## src/rtl/gir_pkg.sv

```systemverilog
package gir_pkg;
  localparam int BYTE_W = 8;
  localparam logic [7:0] OFS_REV    = 8'h08;
  localparam logic [7:0] OFS_STATUS = 8'h50;
  localparam logic [7:0] OFS_MASK   = 8'h52;
  localparam logic [7:0] OFS_ROUTE  = 8'h54;
  localparam logic [7:0] OFS_DATA   = 8'h78;
  localparam logic [7:0] OFS_OE     = 8'h7C;

  function automatic logic in_window(input logic [7:0] a, input logic [7:0] base,
                                     input int lanes);
    return (a >= base) && (int'(a) < int'(base) + lanes);
  endfunction
endpackage

```

## src/rtl/gir_lane_reg.sv

```systemverilog
module gir_lane_reg #(
  parameter int LANES = 3,
  parameter logic [7:0] BASE = 8'h78,
  localparam int W = 8 * LANES
) (
  input  logic         clk,
  input  logic         rst_n,
  input  logic         wr_en,
  input  logic [7:0]   addr,
  input  logic [7:0]   wdata,
  output logic [W-1:0] value
);
  for (genvar g = 0; g < LANES; g++) begin : g_lane
    localparam logic [7:0] LANE_ADDR = BASE + 8'(g);
    logic [7:0] lane_q;
    always_ff @(posedge clk or negedge rst_n) begin
      if (!rst_n)
        lane_q <= '0;
      else if (wr_en && addr == LANE_ADDR)
        lane_q <= wdata;
    end
    assign value[8*g +: 8] = lane_q;
  end
endmodule

```

## src/rtl/gir_pin_tracker.sv

```systemverilog
module gir_pin_tracker #(
  parameter int PINS = 16
) (
  input  logic            clk,
  input  logic            rst_n,
  input  logic [PINS-1:0] data,
  input  logic [PINS-1:0] oe,
  output logic [PINS-1:0] level,
  output logic [PINS-1:0] chg
);
  logic [PINS-1:0] gated;
  assign gated = data & oe;

  always_ff @(posedge clk or negedge rst_n) begin
    if (!rst_n) begin
      level <= '0;
      chg   <= '0;
    end else begin
      chg   <= level ^ gated;
      level <= gated;
    end
  end
endmodule

```

## src/rtl/gir_irq_gather.sv

```systemverilog
module gir_irq_gather #(
  parameter int LINES = 8
) (
  input  logic             clk,
  input  logic             rst_n,
  input  logic [LINES-1:0] lines,
  input  logic [LINES-1:0] mask,
  output logic [LINES-1:0] status,
  output logic             irq
);
  always_ff @(posedge clk or negedge rst_n) begin
    if (!rst_n) status <= '0;
    else        status <= lines;
  end
  assign irq = |(status & mask);
endmodule

```

## src/rtl/gpio_irq_regs.sv

```systemverilog
module gpio_irq_regs
  import gir_pkg::*;
#(
  parameter int PINS = 16,
  parameter int LANES = 3,
  parameter int IRQ_LINES = 8,
  parameter logic [7:0] REV_ID = 8'h3C
) (
  input  logic        clk,
  input  logic        rst_n,
  input  logic [7:0]  bus_addr,
  input  logic        wr_en,
  input  logic [7:0]  wr_data,
  input  logic        rd_en,
  output logic [7:0]  rd_data,
  input  logic [7:0]  sub_irq,
  output logic        host_irq,
  output logic [15:0] pin_level,
  output logic [15:0] pin_chg
);
  localparam int VEC_W = 8 * LANES;

  logic [VEC_W-1:0] data_vec, oe_vec;
  logic [IRQ_LINES-1:0] status, mask_q;
  logic [7:0] route_q;
  logic [7:0] rd_mux;

  gir_lane_reg #(.LANES(LANES), .BASE(OFS_DATA)) u_data (
    .clk(clk), .rst_n(rst_n), .wr_en(wr_en), .addr(bus_addr),
    .wdata(wr_data), .value(data_vec));

  gir_lane_reg #(.LANES(LANES), .BASE(OFS_OE)) u_oe (
    .clk(clk), .rst_n(rst_n), .wr_en(wr_en), .addr(bus_addr),
    .wdata(wr_data), .value(oe_vec));

  gir_pin_tracker #(.PINS(PINS)) u_pins (
    .clk(clk), .rst_n(rst_n), .data(data_vec[PINS-1:0]),
    .oe(oe_vec[PINS-1:0]), .level(pin_level), .chg(pin_chg));

  gir_irq_gather #(.LINES(IRQ_LINES)) u_irq (
    .clk(clk), .rst_n(rst_n), .lines(sub_irq), .mask(mask_q),
    .status(status), .irq(host_irq));

  always_ff @(posedge clk or negedge rst_n) begin
    if (!rst_n) begin
      mask_q  <= '0;
      route_q <= '0;
    end else if (wr_en) begin
      if (bus_addr == OFS_MASK)  mask_q  <= wr_data;
      if (bus_addr == OFS_ROUTE) route_q <= wr_data;
    end
  end

  always_comb begin
    rd_mux = '0;
    if (bus_addr == OFS_REV)         rd_mux = REV_ID;
    else if (bus_addr == OFS_STATUS) rd_mux = status;
    else if (bus_addr == OFS_MASK)   rd_mux = mask_q;
    else if (bus_addr == OFS_ROUTE)  rd_mux = route_q;
    else if (in_window(bus_addr, OFS_DATA, LANES))
      rd_mux = data_vec[8*int'(bus_addr - OFS_DATA) +: 8];
    else if (in_window(bus_addr, OFS_OE, LANES))
      rd_mux = oe_vec[8*int'(bus_addr - OFS_OE) +: 8];
  end

  always_ff @(posedge clk or negedge rst_n) begin
    if (!rst_n)     rd_data <= '0;
    else if (rd_en) rd_data <= rd_mux;
    else            rd_data <= '0;
  end
endmodule

```

## config.mk

```make
export PLATFORM = sky130hd
export DESIGN_NAME = gpio_irq_regs
export DESIGN_NICKNAME = d
export VERILOG_FILES = /design/src/rtl/gir_pkg.sv /design/src/rtl/gir_lane_reg.sv /design/src/rtl/gir_pin_tracker.sv /design/src/rtl/gir_irq_gather.sv /design/src/rtl/gpio_irq_regs.sv
export SDC_FILE = /design/constraint.sdc
export NUM_CORES = 1
export LEC_CHECK = 0
export CORE_MARGIN = 8
export CORE_UTILIZATION = 30
export DETAILED_ROUTE_END_ITERATION = 6
export PLACE_DENSITY = 0.55
export SLEW_MARGIN = 20
export SYNTH_ARGS = -nofsm -noshare
export SYNTH_HDL_FRONTEND = slang
export SYNTH_SLANG_ARGS = --single-unit
```

## constraint.sdc

```tcl
create_clock -name clk -period 2.4 [get_ports clk]
set_input_delay 0.36 -clock clk [delete_from_list [all_inputs] [get_ports clk]]
set_output_delay 0.36 -clock clk [all_outputs]
set_load 0.1 [all_outputs]
```

==> results of run 1 <==
stage by stage:
step | hold slack, ps | area [um2] | TNS (ps)
finish | 446 | 6240 | 0
global route | 441 | 6240 | 0
CTS | 436 | 6240 | 0
detailed placement | 375 | 5970 | -425
global placement | 371 | 5970 | -41.2
floorplan | 64.4 | 4870 | 0
layout make-up:
cell class / instances / area [um2]
clock inverters: 3 / 20.0
clock buffers: 12 / 236
flip-flops and latches: 112 / 2800
multi-input cells: 254 / 1990
fillers: 1592 / 9650
repair buffers: 107 / 908
well taps: 216 / 270
inverters: 4 / 15.0
kinds of logic (layout without fill, tap and decap cells):
family,Yosys count,after routing
flip-flops,112,112
XOR/XNOR,16,16
AND/OR/NAND/NOR,90,90
AO/OA/AOI/OAI,64,64
buffers and inverters,15,126
adder cells (fa/ha/maj),4,4
multiplexers,80,80
critical path, delay by kind of cell:
family / cells / cell delay [ps]
AOI/OAI and AO/OA: 3 / 940
adders and majority gates: 1 / 280
buffers and inverters: 1 / 470
and+or+nand+nor: 2 / 350
worst paths after layout:
| check | to | depth (start not counted) |
|---|---|---|
| worst min register to register | u_pins.chg[1] | 1 |
| max in group asynchronous | u_irq.status[1] | 3 |
| worst max register to register | rd_data[6] | 6 |
| worst max-delay path | rd_data[0] | 7 |
| worst min-delay path | u_irq.status[4] | 1 |
| min in group asynchronous | u_pins.level[3] | 2 |
synthesized netlist by cell type (4+ instances only):
cell type and n:
ha_1 4, o22ai_1 7, nand4_1 4, a21oi_1 13
nand3b_1 4, mux2_2 64, a31oi_1 5, nand2b_1 7
nor2_1 18, nor2_2 6, and2_1 18, inv_1 4
o21ai_0 18, nand2_1 18, dfrtp_1 112, a22oi_1 12
xor2_1 16, mux2i_1 16
layer usage:
layer / vias to the layer above / GRT usage, % / routed length, um
li1: 1582 / - / -
met1: 1701 / 15.8 / 5510
met2: 67 / 19.5 / 5860
met3: 12 / 2.92 / 604
met4: 0 / 5.20 / 180
met5: - / 0 / 0
registers in the layout, indices dropped and copies added, names as in the netlist:
register and count:
route_q 8, rd_data 8, u_data.g_lane.lane_q 24, u_irq.status 8, mask_q 8, u_oe.g_lane.lane_q 24
u_pins.level 16, u_pins.chg 16
report_power, final:
group / switching (W) / internal (W)
Clock: 0.000647 / 0.000698
Combinational: 0.000210 / 0.000148
Sequential: 0.0000419 / 0.00195
==> results.sh, run 1 <==
export IMPL_synth_area_leader_cell="dfrtp_1"
export IMPL_path_class="primary input to register"
export IMPL_final_nets=520
export IMPL_cts_tree="yes"
export IMPL_clk_pin_slew_worst_paths_ps=70
export IMPL_synth_compound_area_share_pct=8.81
export IMPL_rsz0062_at_grt="false"
export IMPL_synthFlopType="dfrtp_1"
export IMPL_final_common_cell="dfrtp_1"
export IMPL_core_mm2=0.0159
export IMPL_port_buffers=68
export IMPL_drc=0
export IMPL_finalClockSkew_ps=5.35
export IMPL_antenna_cells=0
export IMPL_routed_wl_um=12200
export IMPL_root_buffer="clkbuf_16"
export IMPL_postCtsSetupBuffers=0
export IMPL_p_leak_nw=3.05
export IMPL_outcome="finished clean"
export IMPL_synth_area_per_cell_um2=12.8
export IMPL_grt_pass1_vias=3533
export IMPL_synth_area_mux_share_pct=18.1
export IMPL_slew_viol_final=0
export IMPL_synth_top_area_share_pct=57.5
export IMPL_drv_cap=0
export IMPL_cp_startpoint="bus_addr[2]"
export IMPL_synthSimpleGateAreaFrac_pct=9.99
export IMPL_finalHoldViolations=0
export IMPL_worst_pin_slew_ps=516
export IMPL_crit_required_ps=2620
export IMPL_setup_viol=0
export IMPL_post_route_period_util_pct=90.7
export IMPL_stdcell_count=708
export IMPL_drtIter0Drc=149
export IMPL_r2r_start="u_data.g_lane[1].lane_q[6]"
export IMPL_clock_latency_ps=340
export IMPL_dieHeight_um=143
export IMPL_grt_max_degree=52
export IMPL_ctsHoldBuffers=1
export IMPL_yosys_warnings=0
export IMPL_cp_arrival_ps=2400
export IMPL_antenna_found_initial=0
export IMPL_final_util_pct=39.3
export IMPL_drive_gt1_share_pct=34.1
export IMPL_final_cell_mix="dfrtp_1 (112), buf_4 (77), mux2_2 (64)"
export IMPL_first_pass_iters=4
export IMPL_reg2reg_slack_ps=950
export IMPL_power_w=0.00369
export IMPL_numPlacedInstances=692
export IMPL_syn_to_final_growth_pct=28.1
export IMPL_die_area_mm2=0.0206
export IMPL_grt_pass1_wl_um=19100
export IMPL_hpwl_um=9360
export IMPL_numCtsBuffers=9
export IMPL_ys_ff_latch=112
export IMPL_crit_path_start_kind="primary input"
export IMPL_syn_inst=381
export IMPL_synthTopCellsByArea="dfrtp_1 (58%), mux2_2 (15%), mux2i_1 (3.3%)"
export IMPL_endpoint_kind="register"
export IMPL_route_vias_total=3362
export IMPL_min_period_ps=2180
export IMPL_overflow=0
export IMPL_synth_fa_ha_area_share_pct=1.03
export IMPL_synth_xor_area_share_pct=2.88
export IMPL_synth_top_family_by_area="multiplexers"
export IMPL_io_pins=69
export IMPL_rows=46
export IMPL_worstHoldStart="sub_irq[4]"
export IMPL_cpMaxStageDelayCell="clkdlybuf4s50_1"
export IMPL_vdd_ir_drop_max_mv=0.324
export IMPL_place_ws_ps=-104
export IMPL_hp_class="primary input to register"
export IMPL_htree_levels=3
export IMPL_die_w_um=143
export IMPL_max_freq_mhz=459
export IMPL_path_cells="clkdlybuf4s50_1, ha_1, nor2b_2, nand4_1, a2111oi_4, a22oi_1, a2111oi_1"
export IMPL_setup_slack_ps=222
export IMPL_track_usage_pct=12.3
export IMPL_ant_nets=0
export IMPL_syn_nets=413
export IMPL_synthesis_area_mm2=0.00487
export IMPL_cp_max_fo=4
export IMPL_slew_limit_headroom_pct=65.6
export IMPL_wl_per_cell_um=17.2
export IMPL_slowest_delay_ps=470
export IMPL_place_congestion=0.891
export IMPL_cts_buffer_depth=2
export IMPL_synthArstFlopShare_pct=100
export IMPL_powerDensity_mw_per_mm2=592
export IMPL_ys_seq_area_share_pct=57.5
export IMPL_synthDistinctLibCells=40
export IMPL_vias_per_cell=4.75
export IMPL_clkSinkCount=112
export IMPL_start_util_pct=30.7
export IMPL_synth_edf_count=0
export IMPL_cts_resized=0
No activity file was read; power rests on OpenSTA's default activity.
==> run 2, diff against run 1 <==
GPL_ROUTABILITY_DRIVEN = 0   (was unset)
HOLD_SLACK_MARGIN = 0.08   (was unset)
==> results of run 2 <==
Same layout as run 1: the final DEF is identical, and so are final timing and power.
